## src/rtl/brp_pkg.sv

```systemverilog
package brp_pkg;

   localparam logic [6:0] OPC_BRANCH = 7'b1100011;

   typedef enum logic [2:0] {
      CMP_EQ = 3'b000,
      CMP_NE = 3'b001,
      CMP_LT = 3'b100,
      CMP_GE = 3'b101
   } cmp_kind_e;

   typedef struct packed {
      logic      is_branch;
      logic      vec;
      logic      legal;
      cmp_kind_e kind;
      logic [4:0] rs1;
      logic [4:0] rs2;
      logic [4:0] pd;
   } dec_s;

endpackage

```

## src/rtl/brp_decode.sv

```systemverilog
module brp_decode
   import brp_pkg::*;
#(
   parameter int NREGS = 32
) (
   input  logic [31:0]      insn,
   input  logic [NREGS-1:0] vec_flags,
   output dec_s             dec
);
   localparam int RW = $clog2(NREGS);

   generate
      if (NREGS != 32) begin : g_bad_nregs
         $error("brp_decode: NREGS must be 32 to match 5-bit register fields");
      end
   endgenerate

   logic [2:0] f3;
   logic       unused_rsv;
   logic       rs1_vec, rs2_vec;

   // reserved field 31:25 carries no meaning in the converted form
   assign unused_rsv = ^insn[31:25];
   assign f3         = insn[14:12];

   assign rs1_vec = (insn[19:15] != '0) && vec_flags[insn[15 +: RW]];
   assign rs2_vec = (insn[24:20] != '0) && vec_flags[insn[20 +: RW]];

   always_comb begin
      dec.is_branch = (insn[6:0] == OPC_BRANCH);
      dec.vec       = rs1_vec || rs2_vec;
      dec.legal     = (f3 == CMP_EQ) || (f3 == CMP_NE) ||
                      (f3 == CMP_LT) || (f3 == CMP_GE);
      dec.kind      = cmp_kind_e'(f3);
      dec.rs1       = insn[19:15];
      dec.rs2       = insn[24:20];
      dec.pd        = insn[11:7];
   end

endmodule

```

## src/rtl/brp_lane_cmp.sv

```systemverilog
module brp_lane_cmp
   import brp_pkg::*;
#(
   parameter int XLEN  = 32,
   parameter int STYLE = 1
) (
   input  logic [XLEN-1:0] a,
   input  logic [XLEN-1:0] b,
   input  cmp_kind_e       kind,
   output logic            hit
);
   logic eq, lt;

   generate
      if (XLEN < 2) begin : g_bad_xlen
         $error("brp_lane_cmp: XLEN must be at least 2");
      end
      if (STYLE == 0) begin : g_rel
         assign eq = (a == b);
         assign lt = ($signed(a) < $signed(b));
      end else begin : g_sub
         logic [XLEN:0] diff;
         assign diff = {a[XLEN-1], a} - {b[XLEN-1], b};
         assign eq   = (diff == '0);
         assign lt   = diff[XLEN];
      end
   endgenerate

   always_comb begin
      unique case (kind)
         CMP_EQ:  hit = eq;
         CMP_NE:  hit = !eq;
         CMP_LT:  hit = lt;
         CMP_GE:  hit = !lt;
         default: hit = 1'b0;
      endcase
   end

endmodule

```

## src/rtl/brp_pred_file.sv

```systemverilog
module brp_pred_file #(
   parameter int LANES = 8,
   parameter int NREGS = 32,
   parameter int VLW   = 4,
   parameter int IDXW  = 3,
   parameter int RW    = 5
) (
   input  logic             clk,
   input  logic             rst_n,
   input  logic             wr_en,
   input  logic [RW-1:0]    wr_reg,
   input  logic [LANES-1:0] wr_bits,
   input  logic [VLW-1:0]   vlen,
   input  logic             f_en,
   input  logic [RW-1:0]    f_reg,
   input  logic [IDXW-1:0]  f_idx,
   input  logic             f_bit,
   input  logic             mask_en,
   input  logic [RW-1:0]    mask_reg,
   input  logic [RW-1:0]    rd_reg,
   output logic [LANES-1:0] elem_en,
   output logic [LANES-1:0] rd_word
);
   logic [LANES-1:0] q   [NREGS];
   logic [LANES-1:0] nxt [NREGS];
   logic [LANES-1:0] lm;
   logic [LANES-1:0] mask_bits;
   logic             f_ok;

   generate
      if ((1 << RW) != NREGS) begin : g_bad_rw
         $error("brp_pred_file: NREGS must equal 2**RW");
      end
   endgenerate

   // elements below the vector length
   always_comb begin
      for (int i = 0; i < LANES; i++) lm[i] = (i < int'(vlen));
   end

   assign f_ok = f_en && (int'(f_idx) < int'(vlen)) && (int'(f_idx) < LANES);

   always_comb begin
      for (int r = 0; r < NREGS; r++) begin
         nxt[r] = q[r];
         if (wr_en && (wr_reg == RW'(r)))
            nxt[r] = (q[r] & ~lm) | (wr_bits & lm);
         if (f_ok && (f_reg == RW'(r)))
            nxt[r][f_idx] = f_bit;
      end
   end

   always_ff @(posedge clk) begin
      if (!rst_n) begin
         for (int r = 0; r < NREGS; r++) q[r] <= '0;
      end else begin
         for (int r = 0; r < NREGS; r++) q[r] <= nxt[r];
      end
   end

   assign mask_bits = mask_en ? q[mask_reg] : '1;
   assign elem_en   = lm & mask_bits;
   assign rd_word   = q[rd_reg];

   AST_TAIL_KEPT: assert property (@(posedge clk) disable iff (!rst_n)
      (wr_en && !f_en) |=> (((q[$past(wr_reg)] ^ $past(q[wr_reg])) & ~$past(lm)) == '0));

   AST_FCMP_ONEBIT: assert property (@(posedge clk) disable iff (!rst_n)
      (f_en && !wr_en) |=> ($countones(q[$past(f_reg)] ^ $past(q[f_reg])) <= 1));

endmodule

```

## src/rtl/brp_unit.sv

```systemverilog
module brp_unit
   import brp_pkg::*;
#(
   parameter int XLEN      = 32,
   parameter int LANES     = 8,
   parameter int NREGS     = 32,
   parameter int CMP_STYLE = 1,
   localparam int VLW      = $clog2(LANES + 1),
   localparam int IDXW     = $clog2(LANES),
   localparam int RW       = $clog2(NREGS),
   localparam int BUSW     = LANES * XLEN
) (
   input  logic             clk,
   input  logic             rst_n,
   input  logic             op_valid,
   input  logic [31:0]      op_insn,
   input  logic [BUSW-1:0]  op_src1,
   input  logic [BUSW-1:0]  op_src2,
   input  logic [VLW-1:0]   vec_len,
   input  logic [NREGS-1:0] vec_flags,
   input  logic             fc_valid,
   input  logic [RW-1:0]    fc_reg,
   input  logic [IDXW-1:0]  fc_idx,
   input  logic             fc_bit,
   input  logic             mask_en,
   input  logic [RW-1:0]    mask_reg,
   input  logic [BUSW-1:0]  res_new,
   input  logic [BUSW-1:0]  res_old,
   output logic [BUSW-1:0]  res_out,
   output logic [LANES-1:0] elem_en,
   output logic             pred_wr_valid,
   output logic [RW-1:0]    pred_wr_reg,
   output logic [LANES-1:0] pred_word,
   output logic             br_pass,
   output logic             illegal
);
   generate
      if (LANES < 2 || LANES > XLEN) begin : g_bad_lanes
         $error("brp_unit: LANES must be within 2..XLEN");
      end
      if (CMP_STYLE != 0 && CMP_STYLE != 1) begin : g_bad_style
         $error("brp_unit: CMP_STYLE must be 0 or 1");
      end
   endgenerate

   dec_s             dec;
   logic [LANES-1:0] hits;
   logic             act, wr_en;

   brp_decode #(.NREGS(NREGS)) u_dec (
      .insn      (op_insn),
      .vec_flags (vec_flags),
      .dec       (dec)
   );

   assign act   = op_valid && dec.is_branch;
   assign wr_en = act && dec.vec && dec.legal;

   generate
      for (genvar i = 0; i < LANES; i++) begin : g_lane
         logic [XLEN-1:0] b_val;
         // register 0 reads as zero: compressed compare-with-zero forms
         assign b_val = (dec.rs2 == '0) ? '0 : op_src2[i*XLEN +: XLEN];

         brp_lane_cmp #(.XLEN(XLEN), .STYLE(CMP_STYLE)) u_cmp (
            .a    (op_src1[i*XLEN +: XLEN]),
            .b    (b_val),
            .kind (dec.kind),
            .hit  (hits[i])
         );

         assign res_out[i*XLEN +: XLEN] = elem_en[i] ? res_new[i*XLEN +: XLEN]
                                                     : res_old[i*XLEN +: XLEN];

         AST_MERGE_KEEP: assert property (@(posedge clk) disable iff (!rst_n)
            !elem_en[i] |-> (res_out[i*XLEN +: XLEN] == res_old[i*XLEN +: XLEN]));
      end
   endgenerate

   brp_pred_file #(
      .LANES (LANES), .NREGS (NREGS), .VLW (VLW), .IDXW (IDXW), .RW (RW)
   ) u_pf (
      .clk      (clk),
      .rst_n    (rst_n),
      .wr_en    (wr_en),
      .wr_reg   (dec.pd),
      .wr_bits  (hits),
      .vlen     (vec_len),
      .f_en     (fc_valid),
      .f_reg    (fc_reg),
      .f_idx    (fc_idx),
      .f_bit    (fc_bit),
      .mask_en  (mask_en),
      .mask_reg (mask_reg),
      .rd_reg   (pred_wr_reg),
      .elem_en  (elem_en),
      .rd_word  (pred_word)
   );

   always_ff @(posedge clk) begin
      if (!rst_n) begin
         pred_wr_valid <= 1'b0;
         pred_wr_reg   <= '0;
         br_pass       <= 1'b0;
         illegal       <= 1'b0;
      end else begin
         pred_wr_valid <= wr_en;
         br_pass       <= act && !dec.vec;
         illegal       <= act && dec.vec && !dec.legal;
         if (wr_en) pred_wr_reg <= dec.pd;
      end
   end

   AST_FLAGS_EXCL: assert property (@(posedge clk) disable iff (!rst_n)
      $onehot0({pred_wr_valid, br_pass, illegal}));

   AST_NONBRANCH_QUIET: assert property (@(posedge clk) disable iff (!rst_n)
      (op_valid && op_insn[6:0] != OPC_BRANCH) |=> (!pred_wr_valid && !br_pass && !illegal));

   AST_EN_TAIL: assert property (@(posedge clk) disable iff (!rst_n)
      (int'(vec_len) < LANES) |-> ((elem_en >> vec_len) == '0));

endmodule

```

## config.mk

```make
export PLATFORM = sky130hd
export DESIGN_NAME = brp_unit
export DESIGN_NICKNAME = d
export VERILOG_FILES = /design/src/rtl/brp_pkg.sv /design/src/rtl/brp_decode.sv /design/src/rtl/brp_lane_cmp.sv /design/src/rtl/brp_pred_file.sv /design/src/rtl/brp_unit.sv
export SDC_FILE = /design/constraint.sdc
export NUM_CORES = 2
export LEC_CHECK = 0
export BUFFER_PORTS_ARGS = -buffer_cell sky130_fd_sc_hd__buf_2
export CORE_AREA = 2 2 544 546
export CTS_CLUSTER_DIAMETER = 60
export DETAILED_ROUTE_END_ITERATION = 8
export DIE_AREA = 0 0 546 548
export GPL_ROUTABILITY_DRIVEN = 0
export SETUP_SLACK_MARGIN = 0.4
export SYNTH_ARGS = -nofsm -noshare
export SYNTH_HDL_FRONTEND = slang
export SYNTH_HIERARCHICAL = 1
export SYNTH_SLANG_ARGS = --single-unit
```

## constraint.sdc

```tcl
create_clock -name clk -period 5.9 [get_ports clk]
set_clock_uncertainty 0.15 [all_clocks]
set_input_delay 1.18 -clock clk [delete_from_list [all_inputs] [get_ports clk]]
set_output_delay 1.18 -clock clk [all_outputs]
set_load 0.02 [all_outputs]
```

* Word-level counts from Yosys, hierarchy flattened
Memories as Yosys holds them, arrays and structs flattened. A register that Yosys moved wholly into a read port is not among the register bits.
Index checks and enable logic that the tools add are counted.
** Storage, ports and cells
- Register bits :: 8
- Memory bits (writable) :: 256
- Input port bits :: 1111
- Logic and storage cells :: 463
- Memories kept :: 1
** Memories
- u_pf.q :: words 32, width 8, rd ports 34, clocked after Yosys merged registers in 1, wr ports 32, RTL line brp_pred_file.sv:24 : logic [LANES-1:0] q [NREGS];
** Operators by class
- Add/sub/neg operators :: 8
- Magnitude comparators :: 13
- Equality and inequality tests :: 66
- Multiplexer cells :: 163
- Bitwise logic cells :: 99
- Reduce and logical (&&, ||, !) cells :: 109
** Operators with widths (number)
- $mux 8 :: 97
- $mux 32 :: 16
- $and 8x8->8 :: 34
- $logic_not 33->1 :: 8
- $sub 32x32->33 :: 8
- $bwmux 8 :: 32
- $or 8x8->8 :: 32
- $eq 5x5->1 const B :: 32
- $eq 5x4->1 const B :: 16
- $logic_and 1x1->1 :: 73
- $eq 5x3->1 const B :: 8
- $or 1x1->1 :: 32
- $pmux 1 s4 :: 8
- $eq 5x2->1 const B :: 4
- $logic_not 1->1 :: 18
- $lt 3x4->1 const A :: 4
- $logic_not 5->1 :: 3
- $lt 5x6->1 const B :: 2
- $bmux 1 s5 :: 2
- $eq 5x1->1 const B :: 2
- $mux 5 :: 2
- $reduce_bool 5->1 :: 2
- $lt 1x4->1 const A :: 2
- $lt 2x4->1 const A :: 2
- other kinds (11) :: 19

* Depth between registers and ports, before layout
- Depth in word-level cells :: 12
- Mapped depth :: 22
- Depth with buffers taken out :: 17

* Cells and area by module
The synthesis kept the hierarchy.
** Modules (own cells, without submodules)
- brp_pred_file :: instances 1, cells each 1944, area each 18682.9 um^2, seq. area each 5124.9 um^2
- brp_lane_cmp (g_lane[0].u_cmp ...) :: instances 4, cells each 330, area each 2157.1 um^2, seq. area each 0.0 um^2
- brp_lane_cmp (g_lane[5].u_cmp ...) :: instances 3, cells each 369, area each 2356.0 um^2, seq. area each 0.0 um^2
- brp_unit :: instances 1, cells each 632, area each 5597.9 um^2, seq. area each 160.2 um^2
- brp_lane_cmp (g_lane[4].u_cmp) :: instances 1, cells each 358, area each 2336.0 um^2, seq. area each 0.0 um^2
- brp_decode :: instances 1, cells each 67, area each 743.2 um^2, seq. area each 0.0 um^2

* Least setup slack after synthesis
OpenSTA, ideal clock, no wires.
- Kind :: input -> register
- From :: input port op_insn[20]
- To :: memory u_pf.q[25][3]
- Library setup time :: 122 ps
- Arrival time :: 5477 ps
- Data required time :: 5628 ps
- Slack :: 151 ps
- Cell stages on the path :: 21
- Path buffers :: 4
- Cells stage by stage :: buf_4 > nor4_4 > buf_6 > clkbuf_4 > a21boi_0 > ha_1 > fa_1 > nand2b_1 > a21oi_2 > o21ai_1 > a21oi_1 > o2111a_1 > o211ai_1 > nor4_2 > nand4_1 > o41ai_2 > mux2_1 > clkbuf_1 > nor4_1 > o22ai_1 > o311a_1
** RTL lines
- start, declared :: RTL line brp_unit.sv:16 : input logic [31:0] op_insn,
- end, declared :: RTL line brp_pred_file.sv:24

==> results_dict.tcl <==
set metrics [dict create \
    status "complete, no violations" \
    rows 199 \
    dp_slack_ns -0.935 \
    rsz0062_at_grt "true" \
    layout_common_cells "1377 x buf_2, 739 x buf_4, 342 x nand2_1" \
    setup_viol 0 \
    hold_depth 2 \
    hold_path_startpoint "pred_wr_reg[1]" \
    critPathArrivalTime_ns 6.05 \
    fmax_mhz 173 \
    largest_reg_flops 256 \
    clock_latency_ns 0.53 \
    layout-drive-gt1-share_pct 42.5 \
    tightest_slew_ns 1.28 \
    fin_crit_ns 5.79 \
    p_seq_share_pct 18.8 \
    syn_area_um2 43000 \
    p_switching_mw 4.14 \
    cpPeakStageDelay_ns 0.50 \
    post-dp-hpwl_um 233000 \
    io_pins 1391 \
    p_per_area_nw_per_um2 150 \
    die-height_um 548 \
    peakVddDrop_mv 0.156 \
    numCtsBuffers 34 \
    clk_pin_slew_ns 0.06 \
    fill_cells 32600 \
    cp.required_ns 6.17 \
    antenna_found_initial 164 \
    yosysWarnings 6 \
    routedWlPerCell_um 25.8 \
    core_area_um2 293000 \
    crit_type "in -> reg" \
    initial_core_util_pct 14.7 \
    post-route-period-util_pct 98.1 \
    drc 0 \
    syn_nets 6800 \
    p_comb_share_pct 58.4 \
    grt_pass1_vias 49800 \
    clock_path_buffers 3 \
    finalWirelength_um 292000 \
    h-tree-depth 2 \
    cp-start-kind "input port" \
    worst_slack_ns 0.112 \
    reg2reg_slack_ns 4.39 \
    fin_area_um2 63400 \
    die-area_um2 299000 \
    cts_tree "built" \
    clock_sinks 264 \
    crit_path_frequent_cell "buf_12" \
    static-leakage-power_nw 27.3 \
    fin_util_pct 21.6 \
    drt-pass1-iter-count 9 \
    nNetsFinal 8557 \
    antenna_left 0 \
    grt_pass1_wl_um 389000 \
    grt_max_degree 231 \
    sw_frac_of_total_pct 43.6 \
    hp-class "reg -> reg" \
    r2r-start "pred_wr_reg[2]" \
    layout_commonest_cell "buf_2" \
    holdPathEnd "pred_wr_reg[1]" \
    die_x_um 546 \
    placed_area_um2 59200 \
    dp.cells 11000 \
    cp_max_fo 16 \
    p_int_mw 5.36 \
    port-buffer-count 1383 \
    area_growth_pct 47.4 \
    grt_use_total_pct 18.0 \
    grt-ovfl-total 0 \
    synth_cells 5423 \
    cp-end-kind "flip-flop" \
    maxCapViolations 0 \
    r2r_cells 2 \
    vias_per_cell 4.89 \
    slew_viol_final 0 \
    cts_hold_buf 0 \
    vias 55100 \
    synth.avg_cell_area_um2 7.93 \
    timing.rr.end "pred_wr_reg[2]" \
    hold_viol_final 0 \
    pwr-share-clk_pct 22.8 \
    max-slew-margin-rel_pct 14.5 \
    fin_cells 11300 \
    clockRootBuffer "clkbuf_16" \
    critPathSlowestCell "or4_4" \
    drt_iter0_markers 5891 \
]
## metrics by stage
step                      hold slack (ns)  power, mW  setup TNS (ns)
after global routing                0.360       9.89           -4.89
after global placement              0.324       6.86          -92.80
after CTS                           0.345       9.14               0
after detailed placement            0.337       6.88         -106.95
after floorplan                     0.392       4.49               0
final                               0.346       9.51               0
## worst max path at each step
stage | from | to | slack (ns) | depth (start not counted)
final | op_insn[23] | u_pf/q[3][5] | 0.11 | 25
after global routing | op_insn[23] | u_pf/q[29][7] | -0.1 | 25
after CTS | op_insn[20] | u_pf/q[9][0] | 0.09 | 23
after detailed placement | op_insn[23] | u_pf/q[21][0] | -0.93 | 21
after global placement | op_insn[23] | u_pf/q[21][0] | -0.86 | 21
after floorplan | op_insn[24] | u_pf/q[25][0] | 0.37 | 22
## timing repair
action | 4_1_cts | 5_1_grt
cloned | 8 | 9
endpoints found under the setup margin | 256 | 257
buffers inserted | 22 | 34
resized for setup | 178 | 291
pin swaps | 65 | 91
## power by group through the flow
| stage | combinational, mW | clock (mW) | sequential [mW] |
|---|---|---|---|
| floorplan | 2.66 | 0 | 1.83 |
| global placement | 5.03 | 0 | 1.83 |
| detailed placement | 5.05 | 0 | 1.83 |
| CTS | 5.19 | 2.16 | 1.79 |
| global route | 5.87 | 2.23 | 1.79 |
| finish | 5.55 | 2.16 | 1.79 |
## per-layer routing
metal | share of wire (%) | vias to the layer above | track usage [%]
met2 | 39 | 3381 | 25.3
met1 | 41 | 26400 | 22.8
met3 | 14 | 673 | 8.93
li1 | - | 24600 | -
met5 | 0.64 | - | 4.45
met4 | 5.1 | 82 | 6.93
## worst max-delay path: cells and delay by family
kind                     cells  cell delay (ns)
multiplexers                 2             0.44
adder cells (fa/ha/maj)      1             0.21
buffers and inverters        9             1.29
AND/OR/NAND/NOR              4             1.28
AO/OA/AOI/OAI                9             1.60
## cell type report
class	count	area, µm²	share of cell area (%)
inverters	348	1310	2.07
repair buffers	2219	14300	22.6
diodes	158	395	0.624
flip-flops and latches	264	5290	8.35
well taps	3919	4900	7.74
multi-input cells	4313	36000	56.9
clock inverters	5	75.1	0.118
clock buffers	54	1050	1.66
Note: power is estimated with default switching activity, not from simulation.
